[src/rtl/sar_adc_pkg.sv]
package sar_adc_pkg;
  typedef enum logic [1:0] {
    ST_IDLE    = 2'd0,
    ST_SEARCH  = 2'd1,
    ST_FINISH  = 2'd2,
    ST_COMPARE = 2'd3
  } sar_state_e;

  typedef enum logic {
    SEL_CHAN = 1'b0,
    SEL_MODE = 1'b1
  } reg_sel_e;
endpackage

[src/rtl/sar_ctrl_regs.sv]
module sar_ctrl_regs #(
  parameter int NIB_W    = 4,
  parameter int NUM_REGS = 2,
  localparam int SEL_W   = (NUM_REGS > 1) ? $clog2(NUM_REGS) : 1
) (
  input  logic                             clk,
  input  logic                             rst,
  input  logic                             wr_en,
  input  logic [SEL_W-1:0]                 wr_sel,
  input  logic [NIB_W-1:0]                 wr_data,
  output logic [NUM_REGS-1:0][NIB_W-1:0]   reg_q
);
  for (genvar g = 0; g < NUM_REGS; g++) begin : g_reg
    always_ff @(posedge clk) begin
      if (rst) begin
        reg_q[g] <= '0;
      end else if (wr_en && (wr_sel == SEL_W'(g))) begin
        reg_q[g] <= wr_data;
      end
    end
  end
endmodule

[src/rtl/sar_search_seq.sv]
module sar_search_seq
  import sar_adc_pkg::*;
#(
  parameter int RES_W    = 10,
  parameter int STEP_CYC = 2,
  localparam int BIT_W   = $clog2(RES_W),
  localparam int CNT_W   = (STEP_CYC > 1) ? $clog2(STEP_CYC) : 1
) (
  input  logic             clk,
  input  logic             rst,
  input  logic             start,
  input  logic             cmp_mode,
  input  logic             cmp_in,
  output logic             busy,
  output logic [RES_W-1:0] dac_code,
  output logic [RES_W-1:0] result,
  output logic             done_evt,
  output logic             cmp_bit
);
  localparam logic [CNT_W-1:0] CNT_RELOAD = CNT_W'(STEP_CYC - 1);
  localparam logic [BIT_W-1:0] TOP_BIT    = BIT_W'(RES_W - 1);

  sar_state_e       state;
  logic [RES_W-1:0] work;
  logic [BIT_W-1:0] bit_idx;
  logic [CNT_W-1:0] cnt;
  logic             step_due;

  assign step_due = (cnt == '0);
  assign busy     = (state != ST_IDLE);
  assign dac_code = work;
  assign done_evt = (state == ST_FINISH) || ((state == ST_COMPARE) && step_due);

  always_ff @(posedge clk) begin
    if (rst) begin
      state   <= ST_IDLE;
      work    <= '0;
      result  <= '0;
      bit_idx <= '0;
      cnt     <= '0;
      cmp_bit <= 1'b0;
    end else begin
      unique case (state)
        ST_IDLE: begin
          if (start) begin
            cnt <= CNT_RELOAD;
            if (cmp_mode) begin
              state <= ST_COMPARE;
            end else begin
              state   <= ST_SEARCH;
              work    <= RES_W'(1) << (RES_W - 1);
              bit_idx <= TOP_BIT;
            end
          end
        end
        ST_SEARCH: begin
          if (!step_due) begin
            cnt <= cnt - 1'b1;
          end else begin
            if (!cmp_in) work[bit_idx] <= 1'b0;
            if (bit_idx == '0) begin
              state <= ST_FINISH;
            end else begin
              work[bit_idx - 1'b1] <= 1'b1;
              bit_idx              <= bit_idx - 1'b1;
              cnt                  <= CNT_RELOAD;
            end
          end
        end
        ST_FINISH: begin
          result <= work;
          state  <= ST_IDLE;
        end
        ST_COMPARE: begin
          if (!step_due) begin
            cnt <= cnt - 1'b1;
          end else begin
            cmp_bit <= cmp_in;
            state   <= ST_IDLE;
          end
        end
        default: state <= ST_IDLE;
      endcase
    end
  end
endmodule

[src/rtl/sar_done_flag.sv]
module sar_done_flag (
  input  logic clk,
  input  logic rst,
  input  logic set_evt,
  input  logic irq_en,
  input  logic irq_ack,
  input  logic skip_test,
  output logic flag,
  output logic irq_req,
  output logic skip_taken
);
  assign irq_req = flag & irq_en;

  always_ff @(posedge clk) begin
    if (rst) begin
      flag       <= 1'b0;
      skip_taken <= 1'b0;
    end else begin
      skip_taken <= skip_test & flag;
      if (set_evt) begin
        flag <= 1'b1;
      end else if (irq_ack || skip_test) begin
        flag <= 1'b0;
      end
    end
  end
endmodule

[src/rtl/sar_result_read.sv]
module sar_result_read #(
  parameter int RES_W  = 10,
  parameter int NIB_W  = 4,
  localparam int LO_W  = RES_W - 2 * NIB_W,
  localparam int PAD_W = NIB_W - LO_W
) (
  input  logic                      clk,
  input  logic                      rst,
  input  logic [RES_W-1:0]          result,
  input  logic                      busy,
  input  logic                      rd_hi,
  input  logic                      rd_lo,
  output logic [1:0][NIB_W-1:0]     hi_nib,
  output logic [NIB_W-1:0]          lo_nib,
  output logic                      lo_err
);
  for (genvar k = 0; k < 2; k++) begin : g_hi
    always_ff @(posedge clk) begin
      if (rst) begin
        hi_nib[k] <= '0;
      end else if (rd_hi) begin
        hi_nib[k] <= result[LO_W + k * NIB_W +: NIB_W];
      end
    end
  end

  always_ff @(posedge clk) begin
    if (rst) begin
      lo_nib <= '0;
      lo_err <= 1'b0;
    end else begin
      lo_err <= rd_lo & busy;
      if (rd_lo && !busy) begin
        lo_nib <= {result[LO_W-1:0], {PAD_W{1'b0}}};
      end
    end
  end
endmodule

[src/rtl/sar_adc_ctrl.sv]
module sar_adc_ctrl
  import sar_adc_pkg::*;
#(
  parameter int RES_W    = 10,
  parameter int NIB_W    = 4,
  parameter int CH_W     = 3,
  parameter int STEP_CYC = 2
) (
  input  logic             clk,
  input  logic             rst,
  input  logic             reg_wr,
  input  logic             reg_sel,
  input  logic [NIB_W-1:0] wr_data,
  output logic [NIB_W-1:0] chan_q,
  output logic [NIB_W-1:0] mode_q,
  output logic [CH_W-1:0]  chan_sel,
  input  logic             start,
  input  logic             cmp_in,
  output logic [RES_W-1:0] dac_code,
  output logic             busy,
  output logic             cmp_bit,
  input  logic             irq_en,
  input  logic             irq_ack,
  input  logic             skip_test,
  output logic             done_flag,
  output logic             irq_req,
  output logic             skip_taken,
  input  logic             rd_hi,
  input  logic             rd_lo,
  output logic [NIB_W-1:0] res_hi_upper,
  output logic [NIB_W-1:0] res_hi_lower,
  output logic [NIB_W-1:0] res_lo,
  output logic             lo_rd_err
);
  localparam int MODE_BIT = NIB_W - 1;

  logic [1:0][NIB_W-1:0] regs;
  logic [1:0][NIB_W-1:0] hi_nib;
  logic [RES_W-1:0]      result;
  logic                  done_evt;

  sar_ctrl_regs #(.NIB_W(NIB_W), .NUM_REGS(2)) u_regs (
    .clk(clk), .rst(rst), .wr_en(reg_wr), .wr_sel(reg_sel),
    .wr_data(wr_data), .reg_q(regs)
  );

  assign chan_q   = regs[SEL_CHAN];
  assign mode_q   = regs[SEL_MODE];
  assign chan_sel = chan_q[CH_W-1:0];

  sar_search_seq #(.RES_W(RES_W), .STEP_CYC(STEP_CYC)) u_seq (
    .clk(clk), .rst(rst), .start(start), .cmp_mode(mode_q[MODE_BIT]),
    .cmp_in(cmp_in), .busy(busy), .dac_code(dac_code), .result(result),
    .done_evt(done_evt), .cmp_bit(cmp_bit)
  );

  sar_done_flag u_flag (
    .clk(clk), .rst(rst), .set_evt(done_evt), .irq_en(irq_en),
    .irq_ack(irq_ack), .skip_test(skip_test), .flag(done_flag),
    .irq_req(irq_req), .skip_taken(skip_taken)
  );

  sar_result_read #(.RES_W(RES_W), .NIB_W(NIB_W)) u_read (
    .clk(clk), .rst(rst), .result(result), .busy(busy), .rd_hi(rd_hi),
    .rd_lo(rd_lo), .hi_nib(hi_nib), .lo_nib(res_lo), .lo_err(lo_rd_err)
  );

  assign res_hi_upper = hi_nib[1];
  assign res_hi_lower = hi_nib[0];
endmodule

[config.mk]
export PLATFORM = sky130hd
export DESIGN_NAME = sar_adc_ctrl
export DESIGN_NICKNAME = d
export VERILOG_FILES = /design/src/rtl/sar_adc_pkg.sv /design/src/rtl/sar_ctrl_regs.sv /design/src/rtl/sar_search_seq.sv /design/src/rtl/sar_done_flag.sv /design/src/rtl/sar_result_read.sv /design/src/rtl/sar_adc_ctrl.sv
export SDC_FILE = /design/constraint.sdc
export NUM_CORES = 1
export LEC_CHECK = 0
export BUFFER_PORTS_ARGS = -buffer_cell sky130_fd_sc_hd__buf_2
export CORE_ASPECT_RATIO = 0.6
export CORE_UTILIZATION = 45
export CTS_CLUSTER_DIAMETER = 150
export DETAILED_ROUTE_END_ITERATION = 8
export PLACE_DENSITY = 0.8
export SETUP_SLACK_MARGIN = 0.3
export SYNTH_ARGS = -nofsm -noshare
export SYNTH_HDL_FRONTEND = slang
export SYNTH_SLANG_ARGS = --single-unit
[constraint.sdc]
create_clock -name clk -period 2.1 [get_ports clk]
set_input_delay 0.105 -clock clk [delete_from_list [all_inputs] [get_ports clk]]
set_output_delay 0.105 -clock clk [all_outputs]
set_load 0.03 [all_outputs]
Word-level counts from Yosys, hierarchy flattened
Cells that the tools add are included.
Widths: inputs -> output; s select.
{ "classes": {"add_sub_neg": 2, "mul": 0, "div": 0, "order_cmp": 4, "n_eq_ne": 9, "shift": 0, "muxes": 31, "bitwise_logic": 8, "n_reduce_logical": 20} }
{ "op_table": {"columns": ["operator", "n"], "rows": [
  ["$mux 10", 8],
  ["$pmux 10 s2", 1],
  ["$mux 4", 4],
  ["$and 10x10->10", 1],
  ["$lt 4x5->1 const B", 2],
  ["$mux 2", 5],
  ["$ne 2x2->1 const B", 5],
  ["$not 10->10", 1],
  ["$or 10x10->10", 1],
  ["$demux 1 s4", 2],
  ["$ge 4x1->1 const B", 2],
  ["$mux 1", 8],
  ["$pmux 2 s4", 1],
  ["$pmux 4 s2", 1],
  ["$reduce_and 4->1", 2],
  ["$logic_and 1x1->1", 6],
  ["$reduce_bool 2->1", 3],
  ["$reduce_and 5->1", 1],
  ["$eq 2x2->1 const B", 2],
  ["$logic_not 4->1", 1],
  ["$reduce_and 2->1", 2],
  ["$sub 4x1->4 const B", 1],
  ["$and 1x1->1", 3],
  ["$pmux 1 s3", 1],
  ["8 further kinds", 10]
]} }
{ "word_totals": {"regBits": 49, "latchBits": 0, "ramBits": 0, "romBits": 0, "in_bits": 15, "out_inout_bits": 39, "wordCells": 88, "memories": 0} }

Longest topological paths before layout
Gate-level depths: netlist (run 1).
{ "logic_depth": {"ltp_word": 14, "depth_mapped": 6} }

Hierarchy
A second synthesis (run 1) with hierarchy kept.
{ "hier_totals": {"cells_unflattened": 267, "area_unflattened_um2": 2399.8} }
{ "modules_own_cells": {"columns": ["mod", "n_inst", "cells_each", "area_per_inst_um2", "seq_area_each_um2"], "rows": [
  ["sar_search_seq", 1, 182, 1485.2, 560.5],
  ["sar_result_read", 1, 41, 446.7, 220.2],
  ["sar_ctrl_regs", 1, 33, 372.9, 160.2],
  ["sar_done_flag", 1, 8, 72.6, 40.0],
  ["sar_adc_ctrl", 1, 3, 22.5, 0.0]
]} }

Worst setup path before layout (run 1)
Ideal clock, no wire load.
{ "synth_timing": {"path_kind": "reg2reg", "startpoint": "register u_seq.bit_idx[0]", "endpoint": "register u_seq.bit_idx[3]", "arrival_time_ns": 1.482, "path_slack_ns": 0.475, "stages_incl_launch_ff": 7, "path_buffers": 0, "path_cell_list": "dfxtp_1 inv_1 ha_1 nor3b_2 or3_1 a21oi_1 a311oi_1"} }
{ "synth_via": {"elab_chain_len": 4, "word_cells_on_any_way": 7} }
{ "synth_rtl": {"columns": ["element", "line_no", "rtl"], "rows": [
  ["start, declared", "sar_search_seq.sv:25", "logic [BIT_W-1:0] bit_idx;"],
  ["start signal, assigned", "sar_search_seq.sv:65", "bit_idx <= bit_idx - 1'b1;"],
  ["$sub 4x1->4", "sar_search_seq.sv:65", null],
  ["$mux 4", "sar_search_seq.sv:61", "if (bit_idx == '0) begin"],
  ["$mux 4", "sar_search_seq.sv:57", "if (!step_due) begin"],
  ["$pmux 4 s2", "sar_search_seq.sv:43", "unique case (state)"]
]} }
Several ways; a longest one is shown, not always the timed one. The select of a mux whose other input is x is not followed.
A chain may end at the register's enable or synchronous reset.

Worst setup path in the final report (run 1)
{ "layout_timing": {"startpoint": "register u_seq.bit_idx[0]", "endpoint": "register u_seq.cnt"} }
{ "layout_via": {"elab_chain_len": 4} }
{ "layout_rtl": {"columns": ["element", "line_no", "rtl"], "rows": [
  ["$logic_not 4->1", "sar_search_seq.sv:61", null],
  ["$mux 1", "sar_search_seq.sv:61", null],
  ["$mux 1", "sar_search_seq.sv:57", null],
  ["$pmux 1 s3", "sar_search_seq.sv:43", null],
  ["end signal, assigned", "sar_search_seq.sv:58", "cnt <= cnt - 1'b1;"],
  ["end signal, assigned", "sar_search_seq.sv:76", "cnt <= cnt - 1'b1;"],
  ["end, declared", "sar_search_seq.sv:26", "logic [CNT_W-1:0] cnt;"]
]} }
No other way between the ends.

==> metrics.log, run 1 <==
[metrics] total global routing overflow: 0
[metrics] number of library cell types mapped by synthesis: 42
[metrics] vias post-DR: 1,940
[metrics] final cell count without fillers: 370
[metrics] antenna violations before repair: 0
[metrics] Critical Path Slowest Stage Cell: sky130_fd_sc_hd__or3b_1
[metrics] cell leakage power: 1.118 nW
[metrics] run status: completed
[metrics] required time worst endpoint: 2.30 ns
[metrics] CTS hold repair buffers: 0
[metrics] ports placed on the boundary: 54
[metrics] category of the most critical setup path: flop to flop
[metrics] xor/xnor cell area share of the yosys netlist: 0%
[metrics] register bit total from synthesis: 49
[metrics] count of endpoints failing hold in the final timing report: 0
[metrics] drt drc: 0
[metrics] clock slew at the register clock pins of the worst setup and hold paths: 0.09 ns
[metrics] total routing resource utilization after global routing: 19.94%
[metrics] largest net degree at the start of global routing: 41
[metrics] number of slew-limit violations in the final report: 0
[metrics] net count of the finished layout: 327
[metrics] number of CTS-inserted buffers: 5
[metrics] average detailed-routed wire length per instance: 13.09 µm
[metrics] clock tree from TritonCTS: done
[metrics] number of placed cells counting well taps: 362
[metrics] post-CTS setup-driven buffer insertion count: 0
[metrics] Final period util: 81.74%
[metrics] simple logic cell fraction of the synthesized area: 21.69%
[metrics] number of nets with antenna violations after routing: 0
[metrics] element type at the critical path end: flop
[metrics] share of the synthesized area in compound gates (AO/OA/AOI/OAI): 19.01%
[metrics] Post-Syn Area per Cell: 8.399 µm²
[metrics] Filler cells: 460
[metrics] Async S/R FF share, synth: 0%
[metrics] Port Buffers: 51
[metrics] Sinks on Clock Net: 49
[metrics] post-synthesis instance area: 2192 µm²
[metrics] cell breakdown of the critical path: inv_1, ha_2, or3b_1, a21oi_1, a2bb2oi_1, nor2_1
[metrics] insertion delay of the later-clocked pin in the worst-skew pair: 0.31 ns
[metrics] number of antenna diodes: 0
[metrics] die area: 5163 µm²
[metrics] sequential element share of the synthesized area: 44.75%
[metrics] wire length of the first global-routing pass: 7817 µm
[metrics] most common cell in the netlist: sky130_fd_sc_hd__dfxtp_1
[metrics] core area: 4636 µm²
[metrics] final setup TNS: 0 ns
[metrics] area fraction of the dominant cell type after synthesis: 44.75%
[metrics] cell count after synthesis: 261
[metrics] final WL: 4843 µm
[metrics] RSZ-0062 raised after global routing: false
[metrics] horizontal die dimension: 92.11 µm
[metrics] transition time of the tightest slew-check pin: 0.6362 ns
[metrics] standard-cell row count: 19
[metrics] path category of the worst min-delay check: primary input to flop
[metrics] highest net fanout along the worst path: 8
[metrics] Period minus WS final: 1.717 ns
[metrics] largest stage delay on the critical path: 0.40 ns
[metrics] top flip-flop cell by instance count after synthesis: sky130_fd_sc_hd__dfxtp_1
[metrics] post-synthesis adder-cell area fraction: 3.425%
[metrics] Cell Pwr Density: 876.4 nW/µm²
[metrics] Yosys warnings: 0
[metrics] CTS Root Cell: sky130_fd_sc_hd__clkbuf_8
[metrics] Critical path buffers and inverters: 1
[metrics] number of global-route vias before repair: 1,598
[metrics] RePlAce Congestion: 0.8944
[metrics] per-cell via count in the routed design: 5.243
[metrics] worst clock skew: 0.006302 ns
[metrics] signal arrival time at the worst endpoint: 1.92 ns
[metrics] fraction of synthesized area in multiplexers: 4.566%
[metrics] number of maximum-capacitance violations: 0
[metrics] count of flip-flops with a built-in enable after synthesis: 0
[metrics] total of endpoints with negative setup slack in the final report: 0
[metrics] y dimension of the die: 56.06 µm
[metrics] largest cells by area after synthesis: sky130_fd_sc_hd__dfxtp_1 (45%), sky130_fd_sc_hd__a21oi_1 (8.9%), sky130_fd_sc_hd__nand2_1 (7.2%)
[metrics] starting density of the core: 47.29%
[metrics] startpoint kind of the worst setup timing path: flop
[metrics] Bufs on Longest Clock Path: 2
[metrics] maximum clock rate: 582.5 MHz
[metrics] Worst VDD drop: 0.3217 mV
[metrics] HPWL Detailed: 3491 µm
[metrics] library cell with the largest summed area after synthesis: sky130_fd_sc_hd__dfxtp_1
[metrics] main combinational cell family by area after synthesis: simple AND/OR/NAND/NOR gates
[metrics] iteration-0 DRC count of the detailed router: 163
[metrics] family with the most delay on the worst path: simple AND/OR/NAND/NOR gates
[metrics] Synth-to-Final Area Change: 17.69%
[metrics] synth cell count leaders: sky130_fd_sc_hd__dfxtp_1 (49), sky130_fd_sc_hd__nand2_1 (42), sky130_fd_sc_hd__a21oi_1 (39)
[metrics] H-Tree Level Count: 2
[metrics] ratio of cells with drive above 1 in the final layout: 24.76%
[metrics] number of search-and-repair iterations in the first detailed-routing pass: 4
[metrics] headroom to the max-slew limit: 57.26%
-- worst paths after layout --
kind / to / start / slack, ns / depth (start not counted)
max: u_seq.cnt$_SDFFE_PP0P_ / u_seq.bit_idx[0]$_SDFFE_PP0P_ / 0.38 / 6
max reg2reg: u_seq.cnt$_SDFFE_PP0P_ / u_seq.bit_idx[0]$_SDFFE_PP0P_ / 0.38 / 6
min: u_flag.skip_taken$_SDFF_PP0_ / skip_test / 0.03 / 2
min reg2reg: u_read.lo_nib[2]$_SDFFE_PP0P_ / u_read.lo_nib[2]$_SDFFE_PP0P_ / 0.46 / 2
-- through the flow --
step | utilization, % | worst slack (ns) | area, µm² | total power [W] | hold WS, ns
after floorplan | - | 0.4753 | 2196 | 0.001523 | 0.2410
after global placement | 53.25 | 0.3910 | 2469 | 0.001673 | 0.3552
after detailed placement | 53.25 | 0.3051 | 2469 | 0.001683 | 0.3591
after CTS | 55.14 | 0.3023 | 2556 | 0.002240 | 0.02697
after global routing | 55.65 | 0.2929 | 2580 | 0.002403 | 0.01479
final | 55.65 | 0.3834 | 2580 | 0.002261 | 0.03393
-- worst register-to-register path, stage by stage (launching register included) --
cell                        delay [ns]
sky130_fd_sc_hd__dfxtp_4          0.38
sky130_fd_sc_hd__inv_1            0.15
sky130_fd_sc_hd__ha_2             0.24
sky130_fd_sc_hd__or3b_1           0.40
sky130_fd_sc_hd__a21oi_1          0.21
sky130_fd_sc_hd__a2bb2oi_1        0.18
sky130_fd_sc_hd__nor2_1           0.05
-- flip-flops by register name (all words and copies together) (netlist names) --
| name | count |
|---|---|
| u_seq.cnt | 1 |
| u_seq.cmp_bit | 1 |
| u_seq.bit_idx | 4 |
| u_read.lo_err | 1 |
| u_flag.skip_taken | 1 |
| u_flag.flag | 1 |
| u_seq.dac_code | 10 |
| u_seq.state | 2 |
| u_seq.result | 10 |
| u_regs.reg_q | 8 |
| u_read.lo_nib | 2 |
| u_read.hi_nib | 8 |
-- cell type report --
| type | instances | area (µm²) | area share, % |
|---|---|---|---|
| clock buffers | 6 | 72.57 | 2.813 |
| clock inverters | 2 | 13.76 | 0.5335 |
| inverters | 7 | 26.28 | 1.018 |
| multi-input cells | 185 | 1095 | 42.43 |
| flip-flops and latches | 49 | 985.9 | 38.22 |
| well taps | 63 | 78.83 | 3.055 |
| repair buffers | 58 | 307.8 | 11.93 |
-- cells in the final DEF (no fill, tap or decap), drive strengths merged, types with 3 or more instances in the layout --
cell type  netlist  routed
ha               6       6
nor2b            4       4
dfxtp           49      49
a21oi           39      39
clkbuf          10       6
nand2           42      42
mux2i           10      10
o211ai           7       7
nor3             3       3
buf             11      58
nor2            19      19
and3             3       3
inv              7       8
nor3b            4       4
nand3            9       9
o21ai           13      13
a2bb2oi          3       3
-- repair_timing --
| item | 4_1_cts | 5_1_grt |
|---|---|---|
| gates resized for setup | 1 | 6 |
| endpoints found under the setup margin | 1 | 11 |
| pin swaps | 0 | 0 |
| cloned | 0 | 0 |
-- per-layer routing --
| layer | wire (µm) | global-route usage, % |
|---|---|---|
| met1 | 2403 | 28.20 |
| met2 | 2014 | 27.08 |
| met3 | 373 | 8.607 |
| met4 | 52 | 6.027 |
| met5 | 0 | 0 |
-- cells by family after synthesis --
logic type               count (synthesis)
multiplexers                            10
AND/OR/NAND/NOR                         96
other                                    1
buffers and inverters                   28
AO/OA/AOI/OAI                           71
adder cells (fa/ha/maj)                  6
flip-flops                              49
-- power by group --
part	leakage [nW]	switching (W)	internal, W
sequential	0.398	0.0000754	0.000979
clock	0.0456	0.000320	0.000238
combinational	0.674	0.000408	0.000241
No activity file was read; power rests on OpenSTA's default activity.
==> run 2: changes to the inputs <==
--- a/config.mk
+++ b/config.mk
@@ -5,6 +5,7 @@
 export SDC_FILE = /design/constraint.sdc
 export NUM_CORES = 1
 export LEC_CHECK = 0
+export ABC_AREA = 1
 export BUFFER_PORTS_ARGS = -buffer_cell sky130_fd_sc_hd__buf_2
 export CORE_ASPECT_RATIO = 0.6
 export CORE_UTILIZATION = 45
==> constraint.sdc (replaced) <==
create_clock -name clk -period 1.75 [get_ports clk]
set_input_delay 0.0875 -clock clk [delete_from_list [all_inputs] [get_ports clk]]
set_output_delay 0.0875 -clock clk [all_outputs]
set_load 0.03 [all_outputs]
==> metrics.log, run 2 <==
[metrics] standard-cell row count: 18
[metrics] fraction of synthesized area in multiplexers: 0%
[metrics] largest net degree at the start of global routing: 32
[metrics] signal arrival time at the worst endpoint: 1.59 ns
[metrics] antenna violations before repair: 0
[metrics] CTS Root Cell: sky130_fd_sc_hd__clkbuf_8
[metrics] Async S/R FF share, synth: 0%
[metrics] Final Cell Area: 2651 µm²
[metrics] number of maximum-capacitance violations: 0
[metrics] Sinks on Clock Net: 49
[metrics] post-route core utilization: 61.31%
[metrics] category of the most critical setup path: flop to flop
[metrics] most common cell after layout, fill and taps aside: sky130_fd_sc_hd__nor2_1
[metrics] post-synthesis adder-cell area fraction: 3.519%
[metrics] Final period util: 80.20%
[metrics] area occupied by registers: 992.2 µm²
[metrics] number of search-and-repair iterations in the first detailed-routing pass: 7
[metrics] path category of the worst min-delay check: primary input to flop
[metrics] library cell with the largest summed area after synthesis: sky130_fd_sc_hd__dfxtp_1
[metrics] die area: 5029 µm²
[metrics] count of flip-flops with a built-in enable after synthesis: 0
[metrics] main combinational cell family by area after synthesis: simple AND/OR/NAND/NOR gates
[metrics] vias post-DR: 2,108
[metrics] register bit total from synthesis: 49
[metrics] flop-to-flop setup slack: 0.35 ns
[metrics] Worst VDD drop: 0.6532 mV
[metrics] H-Tree Level Count: 2
[metrics] number of library cell types mapped by synthesis: 26
[metrics] RSZ-0062 raised after global routing: true
[metrics] starting density of the core: 49.33%
[metrics] worst clock skew: 0.006548 ns
[metrics] most common cell in the netlist: sky130_fd_sc_hd__nor2_1
[metrics] synth cell count leaders: sky130_fd_sc_hd__nor2_1 (71), sky130_fd_sc_hd__dfxtp_1 (49), sky130_fd_sc_hd__o21ai_0 (45)
[metrics] total of endpoints with negative setup slack in the final report: 0
[metrics] RePlAce Congestion: 0.9492
[metrics] cell leakage power: 1.291 nW
[metrics] Area after DPL: 2430 µm²
[metrics] number of CTS-inserted buffers: 5
[metrics] HPWL Detailed: 3763 µm
[metrics] highest net fanout along the worst path: 5
[metrics] core area: 4324 µm²
[metrics] per-cell via count in the routed design: 5.117
[metrics] number of slew-limit violations in the final report: 0
[metrics] Period minus WS final: 1.403 ns
[metrics] startpoint kind of the worst setup timing path: flop
[metrics] Bufs on Longest Clock Path: 2
[metrics] area occupied by multi-input gates: 1002 µm²
[metrics] clock tree from TritonCTS: done
[metrics] maximum clock rate: 712.5 MHz
[metrics] wire length of the first global-routing pass: 8776 µm
[metrics] commonest cells after routing, fill and taps aside: sky130_fd_sc_hd__nor2_1 (69), sky130_fd_sc_hd__buf_2 (51), sky130_fd_sc_hd__o21ai_0 (44), sky130_fd_sc_hd__dfxtp_1 (44), sky130_fd_sc_hd__nand2_1 (34)
[metrics] y dimension of the die: 55.34 µm
[metrics] iteration-0 DRC count of the detailed router: 150
[metrics] xor/xnor cell area share of the yosys netlist: 0%
[metrics] average detailed-routed wire length per instance: 12.69 µm
[metrics] post-synthesis instance area: 2133 µm²
[metrics] final worst slack: 0.3465 ns
[metrics] horizontal die dimension: 90.89 µm
[metrics] count of endpoints failing hold in the final timing report: 0
[metrics] top flip-flop cell by instance count after synthesis: sky130_fd_sc_hd__dfxtp_1
[metrics] ports placed on the boundary: 54
[metrics] Yosys warnings: 0
[metrics] cell count after synthesis: 296
[metrics] number of nets with antenna violations after routing: 0
[metrics] total routing resource utilization after global routing: 21.82%
[metrics] post-placement setup slack: 0.08481 ns
[metrics] Filler cells: 395
[metrics] required time worst endpoint: 1.94 ns
[metrics] Cell Pwr Density: 1214 nW/µm²
[metrics] Port Buffers: 51
[metrics] final setup TNS: 0 ns
[metrics] number of antenna diodes: 0
[metrics] clock slew at the register clock pins of the worst setup and hold paths: 0.09 ns
[metrics] CTS hold repair buffers: 0
[metrics] element type at the critical path end: flop
[metrics] run status: completed
[metrics] net count of the finished layout: 372
[metrics] Synth-to-Final Area Change: 24.28%
[metrics] number of global-route vias before repair: 1,868
[metrics] area fraction of the dominant cell type after synthesis: 45.98%
[metrics] Post-Syn Area per Cell: 7.207 µm²
[metrics] drt drc: 0
[metrics] simple logic cell fraction of the synthesized area: 24.52%
[metrics] final WL: 5228 µm
[metrics] share of the synthesized area in compound gates (AO/OA/AOI/OAI): 17.18%
[metrics] insertion delay of the later-clocked pin in the worst-skew pair: 0.31 ns
[metrics] ratio of cells with drive above 1 in the final layout: 25.28%
[metrics] total global routing overflow: 0
[metrics] largest cells by area after synthesis: sky130_fd_sc_hd__dfxtp_1 (46%), sky130_fd_sc_hd__nor2_1 (12%), sky130_fd_sc_hd__o21ai_0 (11%)
[metrics] sequential element share of the synthesized area: 45.98%
run 2: routing by layer:
| metal | up-vias | global-route usage, % | routed length (µm) |
|---|---|---|---|
| met5 | - | 0 | 0 |
| met4 | 0 | 6.803 | 55 |
| met3 | 10 | 5.096 | 486 |
| met2 | 90 | 32.25 | 2157 |
| met1 | 958 | 31.33 | 2528 |
| li1 | 1050 | - | - |
run 2: power breakdown:
part | switching, W | internal (W)
Sequential | 0.0000882 | 0.00125
Clock | 0.000384 | 0.000575
Combinational | 0.000640 | 0.000288
run 2: final timing paths:
path / start / endpoint / depth (start not counted)
setup / recovery: u_seq.bit_idx[1]$_SDFFE_PP0P_ / u_seq.bit_idx[0]$_SDFFE_PP0P_ / 8
hold / removal: skip_test / u_flag.skip_taken$_SDFF_PP0_ / 3
setup reg to reg: u_seq.bit_idx[1]$_SDFFE_PP0P_ / u_seq.bit_idx[0]$_SDFFE_PP0P_ / 8
hold reg to reg: u_flag.flag$_SDFFE_PP0P_ / u_flag.skip_taken$_SDFF_PP0_ / 2
run 2: layout make-up:
class                      count  area share, %
multi-input combinational    207          37.80
sequential                    49          37.42
timing repair buffer          61          12.93
inverter                      27          3.823
tap                           60          2.832
clock buffer                   5          2.596
clock inverter                 3          2.596
run 2: metrics by stage:
stage	std cells	power, W	hold WS (ns)
after floorplan	297	0.001945	0.2102
after global placement	400	0.002151	0.3311
after detailed placement	400	0.002179	0.3370
after CTS	410	0.003185	0.01341
after global routing	412	0.003412	0.02493
final	412	0.003220	0.01837
run 2: logic make-up after synthesis:
kind of cell / after synthesis
other cells: 1
flops: 49
fa+ha+maj: 6
buf+inv: 41
simple gates: 127
compound gates: 72
run 2: critical path, stage by stage (launching register included):
cell and delay, ns:
sky130_fd_sc_hd__dfxtp_4 0.37, sky130_fd_sc_hd__inv_1 0.08, sky130_fd_sc_hd__ha_4 0.19, sky130_fd_sc_hd__nand2_2 0.10, sky130_fd_sc_hd__nand2_1 0.09, sky130_fd_sc_hd__nor2_2 0.13
sky130_fd_sc_hd__inv_2 0.06, sky130_fd_sc_hd__o21ai_0 0.20, sky130_fd_sc_hd__a21oi_1 0.08
run 2: timing repair:
item | in CTS | in global routing
resized for setup | 10 | 9
gates cloned | 0 | 0
endpoints found under the hold margin | 0 | 0
setup buffers | 2 | 2
endpoints found under the setup margin | 15 | 15
pin swaps | 3 | 2
